<file path="config.mk">
export PLATFORM = sky130hd
export DESIGN_NAME = ddr2_init_seq
export DESIGN_NICKNAME = d
export VERILOG_FILES = /design/src/rtl/ddr2_init_pkg.sv /design/src/rtl/ddr2_cmd_rom.sv /design/src/rtl/ddr2_gap_timer.sv /design/src/rtl/ddr2_init_seq.sv
export SDC_FILE = /design/constraint.sdc
export NUM_CORES = 1
export LEC_CHECK = 0
export ABC_CLOCK_PERIOD_IN_PS = 1800
export CAP_MARGIN = 20
export CORE_ASPECT_RATIO = 0.9
export CORE_MARGIN = 1
export CORE_UTILIZATION = 30
export CTS_BUF_LIST = sky130_fd_sc_hd__clkbuf_16
export CTS_CLUSTER_DIAMETER = 60
export DETAILED_ROUTE_END_ITERATION = 16
export DONT_BUFFER_PORTS = 1
export GPL_TIMING_DRIVEN = 1
export PLACE_DENSITY = 0.48
export SYNTH_ARGS = -nofsm -noshare
export SYNTH_HDL_FRONTEND = slang
export SYNTH_HIERARCHICAL = 1
export SYNTH_SLANG_ARGS = --single-unit
</file>
<file path="constraint.sdc">
create_clock -name clk_i -period 1.8 [get_ports clk_i]
set_clock_uncertainty 0.15 [all_clocks]
set_input_delay 0.09 -clock clk_i [delete_from_list [all_inputs] [get_ports clk_i]]
set_output_delay 0.09 -clock clk_i [all_outputs]
set_load 0.03 [all_outputs]
</file>
<file path="src/rtl/ddr2_init_pkg.sv">
package ddr2_init_pkg;

  typedef enum logic [3:0] {
    KIND_MRW  = 4'd0,
    KIND_PALL = 4'd1,
    KIND_AREF = 4'd5,
    KIND_NOP  = 4'd7
  } cmd_kind_e;

  localparam int unsigned STEPS_PER_CHIP = 12;
  localparam int unsigned STEP_W         = $clog2(STEPS_PER_CHIP);

  function automatic logic [31:0] pack_cmd(cmd_kind_e kind, logic chip,
                                           logic [2:0] mreg, logic [15:0] val);
    return {4'b0, kind, 3'b0, chip, 1'b0, mreg, val};
  endfunction

endpackage

</file>
<file path="src/rtl/ddr2_cmd_rom.sv">
module ddr2_cmd_rom
  import ddr2_init_pkg::*;
#(
  parameter int unsigned CAS_LAT   = 4,
  parameter int unsigned BURST_LEN = 4,
  parameter int unsigned WR_CODE   = 2
) (
  input  logic [STEP_W-1:0] step_i,
  input  logic              chip_i,
  output logic [31:0]       word_o
);
  localparam logic [15:0] BL_CODE    = (BURST_LEN == 8) ? 16'd3 : 16'd2;
  localparam logic [15:0] MR_RUN     = 16'((WR_CODE << 9) | (CAS_LAT << 4)) | BL_CODE;
  localparam logic [15:0] MR_DLLRST  = MR_RUN | 16'h0100;
  localparam logic [15:0] EMR1_RUN   = 16'h0400;
  localparam logic [15:0] EMR1_OCD   = EMR1_RUN | 16'h0380;

  always_comb begin
    unique case (step_i)
      4'd0:    word_o = pack_cmd(KIND_NOP,  chip_i, 3'd0, 16'h0);
      4'd1:    word_o = pack_cmd(KIND_PALL, chip_i, 3'd0, 16'h0);
      4'd2:    word_o = pack_cmd(KIND_MRW,  chip_i, 3'd2, 16'h0);
      4'd3:    word_o = pack_cmd(KIND_MRW,  chip_i, 3'd3, 16'h0);
      4'd4:    word_o = pack_cmd(KIND_MRW,  chip_i, 3'd1, EMR1_RUN);
      4'd5:    word_o = pack_cmd(KIND_MRW,  chip_i, 3'd0, MR_DLLRST);
      4'd6:    word_o = pack_cmd(KIND_PALL, chip_i, 3'd0, 16'h0);
      4'd7:    word_o = pack_cmd(KIND_AREF, chip_i, 3'd0, 16'h0);
      4'd8:    word_o = pack_cmd(KIND_AREF, chip_i, 3'd0, 16'h0);
      4'd9:    word_o = pack_cmd(KIND_MRW,  chip_i, 3'd0, MR_RUN);
      4'd10:   word_o = pack_cmd(KIND_MRW,  chip_i, 3'd1, EMR1_OCD);
      4'd11:   word_o = pack_cmd(KIND_MRW,  chip_i, 3'd1, EMR1_RUN);
      default: word_o = pack_cmd(KIND_NOP,  chip_i, 3'd0, 16'h0);
    endcase
  end
endmodule

</file>
<file path="src/rtl/ddr2_gap_timer.sv">
module ddr2_gap_timer #(
  parameter int unsigned GAP_CYCLES = 3
) (
  input  logic clk_i,
  input  logic rst_ni,
  input  logic load_i,
  output logic last_o
);
  generate
    if (GAP_CYCLES == 0) begin : g_nogap
      assign last_o = 1'b1;
    end else begin : g_gap
      localparam int unsigned CNT_W = $clog2(GAP_CYCLES + 1);
      logic [CNT_W-1:0] cnt_q;

      always_ff @(posedge clk_i or negedge rst_ni) begin
        if (!rst_ni)            cnt_q <= '0;
        else if (load_i)        cnt_q <= CNT_W'(GAP_CYCLES);
        else if (cnt_q != '0)   cnt_q <= cnt_q - 1'b1;
      end

      assign last_o = (cnt_q == CNT_W'(1));

      // a load always starts a non-empty wait
      assert_load_nonzero_R7: assert property (@(posedge clk_i) disable iff (!rst_ni)
        load_i |=> (cnt_q != '0));
    end
  endgenerate
endmodule

</file>
<file path="src/rtl/ddr2_init_seq.sv">
module ddr2_init_seq
  import ddr2_init_pkg::*;
#(
  parameter int unsigned NUM_CHIPS  = 2,
  parameter int unsigned CAS_LAT    = 4,
  parameter int unsigned BURST_LEN  = 4,
  parameter int unsigned WR_CODE    = 2,
  parameter int unsigned GAP_CYCLES = 3
) (
  input  logic        clk_i,
  input  logic        rst_ni,
  input  logic        start_i,
  input  logic        cmd_ready_i,
  output logic        cmd_valid_o,
  output logic [31:0] cmd_word_o,
  output logic        refresh_enable_o,
  output logic        done_o
);
  localparam logic              LAST_CHIP = (NUM_CHIPS > 1) ? 1'b1 : 1'b0;
  localparam logic [STEP_W-1:0] LAST_STEP = STEP_W'(STEPS_PER_CHIP - 1);

  typedef enum logic [1:0] {S_IDLE, S_ISSUE, S_WAIT} state_e;

  state_e            state_q;
  logic [STEP_W-1:0] step_q;
  logic              chip_q;
  logic              done_q, refresh_q;
  logic              accept, last_cmd, gap_last;

  assign accept   = (state_q == S_ISSUE) && cmd_ready_i;
  assign last_cmd = (step_q == LAST_STEP) && (chip_q == LAST_CHIP);

  ddr2_cmd_rom #(
    .CAS_LAT(CAS_LAT), .BURST_LEN(BURST_LEN), .WR_CODE(WR_CODE)
  ) u_rom (
    .step_i(step_q), .chip_i(chip_q), .word_o(cmd_word_o)
  );

  ddr2_gap_timer #(.GAP_CYCLES(GAP_CYCLES)) u_gap (
    .clk_i(clk_i), .rst_ni(rst_ni),
    .load_i(accept && !last_cmd), .last_o(gap_last)
  );

  always_ff @(posedge clk_i or negedge rst_ni) begin
    if (!rst_ni) begin
      state_q   <= S_IDLE;
      step_q    <= '0;
      chip_q    <= 1'b0;
      done_q    <= 1'b0;
      refresh_q <= 1'b0;
    end else begin
      done_q <= 1'b0;
      unique case (state_q)
        S_IDLE: if (start_i) begin
          state_q   <= S_ISSUE;
          step_q    <= '0;
          chip_q    <= 1'b0;
          refresh_q <= 1'b0;
        end
        S_ISSUE: if (accept) begin
          if (last_cmd) begin
            state_q   <= S_IDLE;
            done_q    <= 1'b1;
            refresh_q <= 1'b1;
          end else begin
            state_q <= (GAP_CYCLES == 0) ? S_ISSUE : S_WAIT;
            if (step_q == LAST_STEP) begin
              step_q <= '0;
              chip_q <= 1'b1;
            end else begin
              step_q <= step_q + 1'b1;
            end
          end
        end
        S_WAIT: if (gap_last) state_q <= S_ISSUE;
        default: state_q <= S_IDLE;
      endcase
    end
  end

  assign cmd_valid_o      = (state_q == S_ISSUE);
  assign done_o           = done_q;
  assign refresh_enable_o = refresh_q;

  assert_hold_R6: assert property (@(posedge clk_i) disable iff (!rst_ni)
    (cmd_valid_o && !cmd_ready_i) |=> (cmd_valid_o && $stable(cmd_word_o)));

  assert_refresh_off_R9: assert property (@(posedge clk_i) disable iff (!rst_ni)
    cmd_valid_o |-> !refresh_enable_o);

  assert_done_refresh_R9: assert property (@(posedge clk_i) disable iff (!rst_ni)
    done_o |-> $rose(refresh_enable_o));

  assert_done_pulse_R9: assert property (@(posedge clk_i) disable iff (!rst_ni)
    done_o |=> !done_o);

  generate
    if (GAP_CYCLES > 0) begin : g_gap_chk
      assert_gap_R7: assert property (@(posedge clk_i) disable iff (!rst_ni)
        (cmd_valid_o && cmd_ready_i) |=> !cmd_valid_o);
    end
    if (NUM_CHIPS == 1) begin : g_one_chk
      assert_single_chip_R8: assert property (@(posedge clk_i) disable iff (!rst_ni)
        cmd_valid_o |-> !cmd_word_o[20]);
    end
  endgenerate
endmodule

</file>
Word level (Yosys, flattened, before mapping)

Index checks and enable logic that the tools add are counted.

Output and inout bits: 35
Input bits: 4
Register bits: 11

Eq/ne operators: 20
Muxes and demuxes: 24
Reductions and logical operators: 15
Add/subtract/negate cells: 2

Operator list:

| kind                | count |
|---|---|
| $pmux 27 s8         | 1 |
| $eq 4x3->1 const B  | 4 |
| $eq 4x4->1 const B  | 4 |
| $mux 4              | 4 |
| $mux 2              | 6 |
| $mux 1              | 9 |
| $eq 4x2->1 const B  | 2 |
| $pmux 4 s2          | 1 |
| $reduce_and 4->1    | 2 |
| $ne 2x1->1 const B  | 3 |
| $ne 2x2->1 const B  | 3 |
| $pmux 2 s3          | 1 |
| $reduce_bool 2->1   | 3 |
| $reduce_or 2->1     | 3 |
| $reduce_and 5->1    | 1 |
| $add 4x1->4 const B | 1 |
| $eq 2x1->1 const B  | 2 |
| $eq 4x1->1 const B  | 1 |
| $pmux 1 s2          | 2 |
| $logic_and 1x1->1   | 3 |
| $reduce_and 3->1    | 1 |
| $eq 2x2->1 const B  | 1 |
| $logic_not 2->1     | 1 |
| $sub 2x1->2 const B | 1 |
| $logic_not 1->1     | 1 |

Longest topological paths before layout

Gate-level depths: netlist of run 1.

Depth after elaboration: 5
Gate-level depth with buffers: 6
Mapped depth without buffers: 5

Modules after synthesis

The synthesis of run 1 kept the hierarchy.

By module, submodules not included:

| module         | sequential area each (µm²) | area an instance (µm²) | instances | cells an instance |
|---|---|---|---|---|
| ddr2_init_seq  | 225.2                      | 474.2                  | 1         | 47 |
| ddr2_cmd_rom   | 0.0                        | 334.1                  | 1         | 47 |
| ddr2_gap_timer | 50.0                       | 117.6                  | 1         | 11 |

Worst setup path before layout of run 1

Ideal clock, no wire load.

Path kind: register to output
From: register step_q[3]
To: output port cmd_word_o[6]
Cell stages (with the launch flop): 5
Slack: -230 ps
Data arrival time: 1790 ps
Path buffers: 2
Cell sequence: dfrtp_1 > buf_6 > xnor2_1 > nor3b_1 > buf_4

Longest elaborated chain between the ends: 3
Elaborated cells on any way between the ends: 15
Classes of those cells: eq/ne: 11; mux: 1; reduce/logical: 3

Ends and longest elaborated chain:

| element                            | line                | text |
|---|---|---|
| start: declaration                 | ddr2_init_seq.sv:25 | `logic [STEP_W-1:0] step_q;` |
| start signal: assignment           | ddr2_init_seq.sv:71 | `step_q <= step_q + 1'b1;` |
| $eq 4x4->1 (tied with other cells) | ddr2_cmd_rom.sv:19  | `unique case (step_i)` |
| $reduce_or 2->1 (no source line)   | --                  |  |
| $pmux 27 s8 *                      | ddr2_cmd_rom.sv:19  |  |
| end: declaration                   | ddr2_init_seq.sv:15 | `output logic [31:0] cmd_word_o,` |

Mark *: on every way between the ends. The rest lies on a longest branch, timed or not.

Worst setup path after layout of run 1

From: register step_q[1]
To: output port cmd_word_o[16]

Same word-level chain as after synthesis.

==> results of run 1 <==
==> report_power, final <==
group / switching, mW / total (mW) / leakage (nW) / internal [mW]
logic: 0.498 / 0.897 / 0.348 / 0.399
registers: 0.0890 / 0.404 / 0.142 / 0.315
clock network: 0.104 / 0.395 / 0.0423 / 0.291
==> final cells by class <==
cell class / count / area, um^2 / share of cell area
Inverter: 8 / 30.03 / 0.02768
Clock inverter: 1 / 3.754 / 0.003460
Clock buffer: 3 / 75.07 / 0.06920
Timing Repair Buffer: 19 / 157.7 / 0.1453
Tap cell: 40 / 50.05 / 0.04614
Sequential cell: 11 / 276.5 / 0.2549
Multi-Input combinational cell: 78 / 491.7 / 0.4533
==> flip-flops by register name (all words and copies together), names as in the netlist <==
name	cells
step_q	4
state_q	2
u_gap/g_gap.cnt_q	2
chip_q	1
done_o	1
refresh_enable_o	1
==> Yosys cell counts, drive strengths merged <==
master / instances
nor3b: 3
ha: 3
o21a: 2
a22o: 1
o22ai: 1
nand2b: 3
o21ai: 5
a211oi: 1
nand4b: 1
nand4: 2
xor2: 1
o31ai: 1
a21o: 2
mux2i: 2
or2: 1
or2b: 1
a31o: 1
nor2: 6
o211ai: 1
nand3b: 2
nor3: 2
o32ai: 1
a21oi: 2
and4b: 1
nand2: 1
inv: 8
a32o: 1
and3b: 1
nand3: 3
or3: 3
or4b: 1
and3: 1
dfrtp: 11
xnor2: 1
conb: 1
buf: 27
==> layer usage <==
layer  vias to the layer above  wire length, um  GRT usage  share of wire
li1                        349                -          -              -
met3                         2              149    0.05201          0.089
met4                         0                8    0.03409         0.0048
met2                        37              721     0.1703           0.43
met1                       304              789     0.1394           0.47
met5                         -                0          0              0
==> kinds of logic (layout without fill, tap and decap cells) <==
group | count (synthesis) | count (layout)
xor gates and xnor gates | 2 | 2
adders and majority gates | 3 | 3
AOI/OAI and AO/OA | 19 | 19
DFF | 11 | 11
other | 1 | 20
buffers and inverters | 35 | 31
and+or+nand+nor | 32 | 32
muxes | 2 | 2
==> stage by stage <==
step	total power, mW	TNS (ns)
2_1_floorplan	1.051	0
3_3_place_gp	1.165	0
3_5_place_dp	1.173	0
4_1_cts	1.600	0
5_1_grt	1.818	-0.002721
6_report	1.696	0
==> worst max path at each step <==
stage / slack, ns / cells past startpoint / endpoint
finish: 0.05 / 4 / cmd_word_o[16]
detailed placement: 0.15 / 4 / step_q[0]$_DFFE_PN0P_
floorplan: 0.04 / 3 / cmd_word_o[16]
CTS: 0.003 / 4 / cmd_word_o[16]
global route: -0.003 / 4 / cmd_word_o[16]
global placement: 0.21 / 4 / step_q[3]$_DFFE_PN0P_
==> critical path, stage by stage (launching register included) <==
cell and delay, ns:
dfrtp_1 0.38, buf_6 0.14, or4b_1 0.50, o21ai_1 0.08, buf_4 0.17
==> what timing repair did <==
action	4_1_cts	5_1_grt
hold buffers	3	0
setup endpoints to repair	0	4
endpoints found under the hold margin	15	0
setup buffers	0	6
gates resized for setup	0	5
==> metrics.cfg, run 1 <==
[outcome]
status = completed

[yosys]
synth_area_um2 = 925.9
synth_top_area_share = 0.2973
yosys.area_share.simple = 0.2162
synth_fa_ha_area_frac = 0.04054
synth_cell_types = 39
synth_compound_area_frac = 0.1419
ys_seq_area_frac = 0.2973
synth_top_family_by_area = buffers and inverters
yosys.area.top_type = dfrtp_1
synth_warnings = 6
syn_avg_cell_area_um2 = 8.818
synth_seq_cells = 11
synth_xor_area_frac = 0.01892
synth_mux_area_frac = 0.02162
synth_area_leaders = dfrtp_1 30%, buf_4 20%, ha_1 4.1%
syn_inst = 105

[timing]
setup_viol = 0
drv_slew = 0
fin_ws_ns = 0.04609
fmax_mhz = 570.2
whs_ns = 0.06963
fin_crit_sh = 0.9744
hold_violations = 0
fin_crit_ns = 1.754
rsz0062_at_grt = true

[critical_path]
cp-end-kind = output pin
r2r_cells = 4
required_ns = 1.56
arrival_ns = 1.51
r2r_end = state_q[0]$_DFFE_PN0P_
reg2reg_setup_slack_ns = 0.09
critical_path_class = flop to output pin
r2r-start = u_gap/g_gap.cnt_q[0]$_DFFE_PN0P_
critPathMaxFanout = 8
start_kind = flop
crit_start = step_q[1]$_DFFE_PN0P_

[floorplan]
dieArea_um2 = 3313
die_height_um = 54.71
die_x_um = 60.56
rows = 18
coreArea_um2 = 2838
io_pins = 39
start_util = 0.3263

[cts]
cts_num_sinks = 11
clock-root-buffer = clkbuf_16
clk_path_buf_depth = 2
htree_levels = 1
cts.reportedPaths.clkPinSlew_ns = 0.04
cts_buffers = 3
clock_latency_ns = 0.24
tritoncts = yes

[hold_path]
holdCritStartpoint = cmd_ready_i
whs_endpoint = step_q[2]$_DFFE_PN0P_
hp-class = input port to flop
worstHoldPathCells = 3

[final_layout]
drive_gt1_frac = 0.2333
antenna_cells = 0
final_cell_count_no_fill = 160
final_common_cell = conb_1
area_growth_pct = 17.16
fill_cells = 304
stdcell_area_um2 = 1085
final_cell_mix = 20 x conb_1, 14 x buf_4, 10 x dfrtp_1
utilization = 0.3823
layout.nets = 128

[placement]
hpwl_um = 1197
portBuffers = 0
gp_congestion = 0.7716
dp_cells = 147
dp_slack_ns = 0.1538
placed_area_um2 = 917.1

[route]
vias_per_cell = 4.325
num_vias = 692
drtIter0Drc = 20
wire_per_inst_um = 10.43
wl_um = 1669
post-route-drc-count = 0
first_pass_iters = 4
ant_nets = 0

[grt]
grt_pass1_vias = 579
grt_overflow_total = 0
grt_max_degree = 15
grtUsageTotal = 0.1113
antenna_found_initial = 0
grt_pass1_wl_um = 2615

[power_and_ir_drop]
vdd_ir_drop_max_v = 0.0009938
cellLeakagePower_nw = 0.5327
cellPowerDensity_nw_per_um2 = 1564

[run]
maxCapViolations = 0

Power figures use the tool's default switching activity.
==> run 2: changes to the inputs <==
Settings changed: MAX_ROUTING_LAYER set to met4.
==> metrics.cfg, run 2 (synthesis results as in run 1) <==
[grt]
grt_pass1_wl_um = 2615  ; unchanged
grt_max_degree = 15  ; unchanged
antenna_found_initial = 0  ; unchanged
use_met2 = 0.1703  ; unchanged
met1_usage = 0.1408  ; was 0.1394
grt_pass1_vias = 578  ; was 579
met3_usage = 0.04965  ; was 0.05201
grt_overflow_total = 0  ; unchanged
top_usage_layer = met2  ; unchanged
grtUsageTotal = 0.1146  ; was 0.1113

[final_layout]
final_common_cell = conb_1  ; unchanged
max_flop_register = step_q  ; unchanged
layout.nets = 128  ; unchanged
antenna_cells = 0  ; unchanged
area_growth_pct = 17.16  ; unchanged
stdcell_area_um2 = 1085  ; unchanged
drive_gt1_frac = 0.2333  ; unchanged
multi_input_area_um2 = 491.7  ; unchanged
final_cell_mix = 20 x conb_1, 14 x buf_4, 10 x dfrtp_1  ; unchanged
largest_reg_flops = 4  ; unchanged
top_regs = step_q x4, state_q x2, u_gap/g_gap.cnt_q x2  ; unchanged
seqCellArea_um2 = 276.5  ; unchanged
utilization = 0.3823  ; unchanged
fill_cells = 304  ; unchanged

[timing]
finalSetupTns_ns = 0  ; unchanged
fin_crit_sh = 0.9744  ; unchanged
fmax_mhz = 570.2  ; unchanged
drv_slew = 0  ; unchanged
hold_violations = 0  ; unchanged
whs_ns = 0.06963  ; unchanged
rsz0062_at_grt = true  ; unchanged
setup_viol = 0  ; unchanged
fin_ws_ns = 0.04609  ; unchanged
fin_crit_ns = 1.754  ; unchanged

[cts]
clk_path_buf_depth = 2  ; unchanged
cts_num_sinks = 11  ; unchanged
clock_latency_ns = 0.24  ; about the same
clock-root-buffer = clkbuf_16  ; unchanged
htree_levels = 1  ; unchanged
cts_buffers = 3  ; unchanged
tritoncts = yes  ; unchanged
cts.reportedPaths.clkPinSlew_ns = 0.04  ; about the same

[power_and_ir_drop]
cellPowerDensity_nw_per_um2 = 1564  ; unchanged
p_switching_uw = 691.1  ; unchanged
sw_frac_of_total = 0.4075  ; unchanged
cellLeakagePower_nw = 0.5327  ; unchanged
p_int_mw = 1.005  ; unchanged
pwr-share-comb = 0.529  ; about the same
power_frac_seq = 0.238  ; about the same
clkPwrFrac = 0.233  ; about the same
vdd_ir_drop_max_v = 0.0009938  ; unchanged

[critical_path]
critical_path_class = flop to output pin  ; unchanged
arrival_ns = 1.51  ; about the same
crit_path_max_incr_delay_ns = 0.50  ; about the same
slowest_stage = or4b_1  ; unchanged
critPathMaxFanout = 8  ; unchanged
reg2reg_setup_slack_ns = 0.09  ; about the same
crit_family = simple AND/OR/NAND/NOR gates  ; unchanged
start_kind = flop  ; unchanged
cp_num_buf_inv = 2  ; unchanged
crit_start = step_q[1]$_DFFE_PN0P_  ; unchanged
required_ns = 1.56  ; about the same
cp-end-kind = output pin  ; unchanged
r2r-start = u_gap/g_gap.cnt_q[0]$_DFFE_PN0P_  ; unchanged
crit_chain = buf_6 -> or4b_1 -> o21ai_1 -> buf_4  ; unchanged

[placement]
hpwl_um = 1197  ; unchanged
placed_area_um2 = 917.1  ; unchanged
dp_slack_ns = 0.1538  ; unchanged
gp_congestion = 0.7820  ; was 0.7716
portBuffers = 0  ; unchanged

[floorplan]
die_x_um = 60.56  ; unchanged
die_height_um = 54.71  ; unchanged
coreArea_um2 = 2838  ; unchanged
rows = 18  ; unchanged
dieArea_um2 = 3313  ; unchanged
start_util = 0.3263  ; unchanged
io_pins = 39  ; unchanged

[route]
post-route-drc-count = 0  ; unchanged
wl_um = 1668  ; was 1669 um
drtIter0Drc = 20  ; unchanged
wire_per_inst_um = 10.43  ; about the same
vias_per_cell = 4.338  ; was 4.325
num_vias = 694  ; was 692
first_pass_iters = 4  ; unchanged
ant_nets = 0  ; unchanged

[outcome]
status = completed  ; unchanged

[hold_path]
hp-class = input port to flop  ; unchanged
holdCritStartpoint = cmd_ready_i  ; unchanged

[run]
maxCapViolations = 0  ; unchanged

==> run 2: timing repair <==
action	4_1_cts	5_1_grt
gates resized for setup	0	5
buffers inserted	0	6
hold buffers	3	0
endpoints found under the hold margin	15	0
setup endpoints to repair	0	4
==> run 2: metal layers <==
metal / vias to the layer above / routed length [um] / share of wire
met4: 0 / 8 / 0.0048
met5: - / 0 / 0
met1: 306 / 791 / 0.47
met2: 37 / 719 / 0.43
li1: 349 / - / -
met3: 2 / 149 / 0.089
==> run 2: final timing paths <==
| kind | to | depth (start not counted) |
|---|---|---|
| hold reg to reg | u_gap/g_gap.cnt_q[0]$_DFFE_PN0P_ | 2 |
| setup reg to reg | state_q[0]$_DFFE_PN0P_ | 4 |
| setup / recovery | cmd_word_o[16] | 4 |
| hold / removal | step_q[2]$_DFFE_PN0P_ | 3 |
| min in group asynchronous | u_gap/g_gap.cnt_q[1]$_DFFE_PN0P_ | 1 |
| max in group asynchronous | step_q[2]$_DFFE_PN0P_ | 1 |
==> run 2: power by group through the flow <==
stage / Combinational (mW) / Sequential (mW) / Clock, mW
floorplan: 0.683 / 0.368 / 0
global placement: 0.767 / 0.398 / 0
detailed placement: 0.775 / 0.398 / 0
CTS: 0.801 / 0.397 / 0.402
global route: 0.979 / 0.416 / 0.423
finish: 0.897 / 0.404 / 0.395
==> run 2: metrics by stage <==
| stage | instances | power (mW) |
|---|---|---|
| floorplan | 124 | 1.051 |
| global placement | 147 | 1.165 |
| detailed placement | 147 | 1.173 |
| CTS | 154 | 1.600 |
| global route | 160 | 1.818 |
| finish | 160 | 1.696 |
==> run 2: worst reg2reg max path, stage by stage (launching register included) <==
cell and delay (ns):
dfrtp_1 0.40, ha_1 0.23, mux2i_1 0.15, o22ai_1 0.10, dlygate4sd3_1 0.56
==> run 2: cell type report <==
cell class                 instances  area share
tap                               40     0.04614
inverter                           8     0.02768
clock inverter                     1    0.003460
multi-input combinational         78      0.4533
timing repair buffer              19      0.1453
sequential                        11      0.2549
clock buffer                       3     0.06920
==> run 3: changes to the inputs <==
Settings changed: SETUP_SLACK_MARGIN set to 0.3.
==> metrics.cfg, run 3 (synthesis results as in run 1) <==
[placement]
dp_slack_ns = 0.1733  ; was 0.1538 ns
hpwl_um = 1265  ; was 1197 um
dp_cells = 147  ; unchanged
portBuffers = 0  ; unchanged
gp_congestion = 0.7640  ; was 0.7820

[floorplan]
die_height_um = 54.71  ; unchanged
io_pins = 39  ; unchanged
start_util = 0.3263  ; unchanged
rows = 18  ; unchanged
dieArea_um2 = 3313  ; unchanged
die_x_um = 60.56  ; unchanged
coreArea_um2 = 2838  ; unchanged

[timing]
fin_crit_ns = 1.610  ; was 1.754 ns
setup_viol = 0  ; unchanged
fmax_mhz = 621.2  ; was 570.2 MHz
hold_violations = 0  ; unchanged
rsz0062_at_grt = true  ; unchanged
fin_ws_ns = 0.1903  ; was 0.04609 ns
drv_slew = 0  ; unchanged
finalSetupTns_ns = 0  ; unchanged
fin_crit_sh = 0.8943  ; was 0.9744

[route]
post-route-drc-count = 0  ; unchanged
vias_per_cell = 4.488  ; was 4.338
num_vias = 745  ; was 694
ant_nets = 0  ; unchanged
wire_per_inst_um = 11.07  ; was 10.43 um
first_pass_iters = 4  ; unchanged
drtIter0Drc = 16  ; was 20
wl_um = 1837  ; was 1668 um

[outcome]
status = completed  ; unchanged

[critical_path]
arrival_ns = 1.37  ; was 1.51 ns
r2r_end = step_q[3]$_DFFE_PN0P_  ; was state_q[0]$_DFFE_PN0P_
reg2reg_setup_slack_ns = 0.29  ; was 0.09 ns
r2r-start = step_q[1]$_DFFE_PN0P_  ; was u_gap/g_gap.cnt_q[0]$_DFFE_PN0P_
critical_path_class = flop to output pin  ; unchanged
r2r_cells = 4  ; unchanged
critPathMaxFanout = 6  ; was 8
required_ns = 1.56  ; about the same
cp-end-kind = output pin  ; unchanged
start_kind = flop  ; unchanged

[power_and_ir_drop]
sw_frac_of_total = 0.4154  ; was 0.4075
clkPwrFrac = 0.214  ; was 0.233
p_switching_uw = 760.1  ; was 691.1 uW
cellPowerDensity_nw_per_um2 = 1434  ; was 1564 nW/um^2
vdd_ir_drop_max_v = 0.0007276  ; was 0.0009938 V
cellLeakagePower_nw = 0.5853  ; was 0.5327 nW
p_int_mw = 1.070  ; was 1.005 mW
power_frac_seq = 0.237  ; was 0.238
pwr-share-comb = 0.549  ; was 0.529

[hold_path]
holdCritStartpoint = cmd_ready_i  ; unchanged
hp-class = input port to flop  ; unchanged
worstHoldPathCells = 3  ; unchanged
whs_endpoint = step_q[0]$_DFFE_PN0P_  ; was step_q[2]$_DFFE_PN0P_

[final_layout]
utilization = 0.4497  ; was 0.3823
final_cell_mix = 20 x conb_1, 14 x buf_4, 9 x inv_1  ; was 20 x conb_1, 14 x buf_4, 10 x dfrtp_1
drive_gt1_frac = 0.3889  ; was 0.2333
multi_input_area_um2 = 610.6  ; was 491.7 um^2
area_growth_pct = 37.84  ; was 17.16%
max_flop_register = step_q  ; unchanged
largest_reg_flops = 4  ; unchanged
top_regs = step_q x4, state_q x2, u_gap/g_gap.cnt_q x2  ; unchanged
final_cell_count_no_fill = 166  ; was 160
antenna_cells = 0  ; unchanged
seqCellArea_um2 = 281.5  ; was 276.5 um^2
final_common_cell = conb_1  ; unchanged
layout.nets = 134  ; was 128
fill_cells = 277  ; was 304

[grt]
grtUsageTotal = 0.1265  ; was 0.1146
grt_pass1_wl_um = 2987  ; was 2615 um
antenna_found_initial = 0  ; unchanged
grt_pass1_vias = 691  ; was 578
grt_max_degree = 12  ; was 15
grt_overflow_total = 0  ; unchanged

[cts]
clock-root-buffer = clkbuf_16  ; unchanged
clock_latency_ns = 0.23  ; was 0.24 ns
cts_buffers = 3  ; unchanged
cts.reportedPaths.clkPinSlew_ns = 0.04  ; about the same
tritoncts = yes  ; unchanged
clk_path_buf_depth = 2  ; unchanged
htree_levels = 1  ; unchanged
cts_num_sinks = 11  ; unchanged

[run]
maxCapViolations = 0  ; unchanged

==> run 3: cell types whose count changed in the layout (fill, tap and decap cells not counted), sizes merged <==
cell and change:
buf +6
==> run 3: worst max path at each step <==
stage / from / endpoint / depth (start not counted)
4_1_cts: step_q[2]$_DFFE_PN0P_ / cmd_word_o[16] / 3
6_report: step_q[1]$_DFFE_PN0P_ / cmd_word_o[16] / 2
5_1_grt: step_q[2]$_DFFE_PN0P_ / cmd_word_o[16] / 3
3_5_place_dp: step_q[1]$_DFFE_PN0P_ / step_q[0]$_DFFE_PN0P_ / 4
2_1_floorplan: step_q[3]$_DFFE_PN0P_ / cmd_word_o[6] / 4
3_3_place_gp: step_q[1]$_DFFE_PN0P_ / step_q[3]$_DFFE_PN0P_ / 4
==> run 3: what timing repair did <==
item	4_1_cts	5_1_grt
pin swaps	8	5
gates resized for setup	22	9
setup endpoints to repair	18	18
setup buffers	11	1
hold buffers	3	0
endpoints found under the hold margin	15	0
==> run 3: through the flow <==
step	area [um^2]	hold slack (ns)	total power, mW
floorplan	1051	-0.3556	1.102
global route	1276	0.08859	1.947
CTS	1232	0.05495	1.778
finish	1276	0.05090	1.830
global placement	962.2	-0.3552	1.168
detailed placement	962.2	-0.3552	1.186
==> run 3: layout make-up <==
cell class                 count  share of cell area
multi-input combinational     78              0.4784
timing repair buffer          25              0.1765
sequential                    11              0.2206
inverter                       8             0.02353
clock buffer                   3             0.05882
clock inverter                 1            0.002941
tap                           40             0.03922
==> run 3: power groups by stage <==
stage	combinational [mW]	clock [mW]	sequential, mW
after floorplan	0.728	0	0.373
after global placement	0.743	0	0.425
after detailed placement	0.759	0	0.427
after CTS	0.957	0.403	0.417
after global routing	1.09	0.417	0.444
final	1.00	0.392	0.433
==> run 3: critical path, cell delays in order, from the launching register on <==
cell and delay, ns:
dfrtp_2 0.46, or4b_4 0.55, o21ai_4 0.13
==> run 3: layer usage <==
layer,GRT usage,vias to the layer above,wire (um)
met5,-,-,0
met4,0.02273,0,0
met3,0.04255,0,149
met2,0.2234,27,921
met1,0.1408,353,766
li1,-,365,-
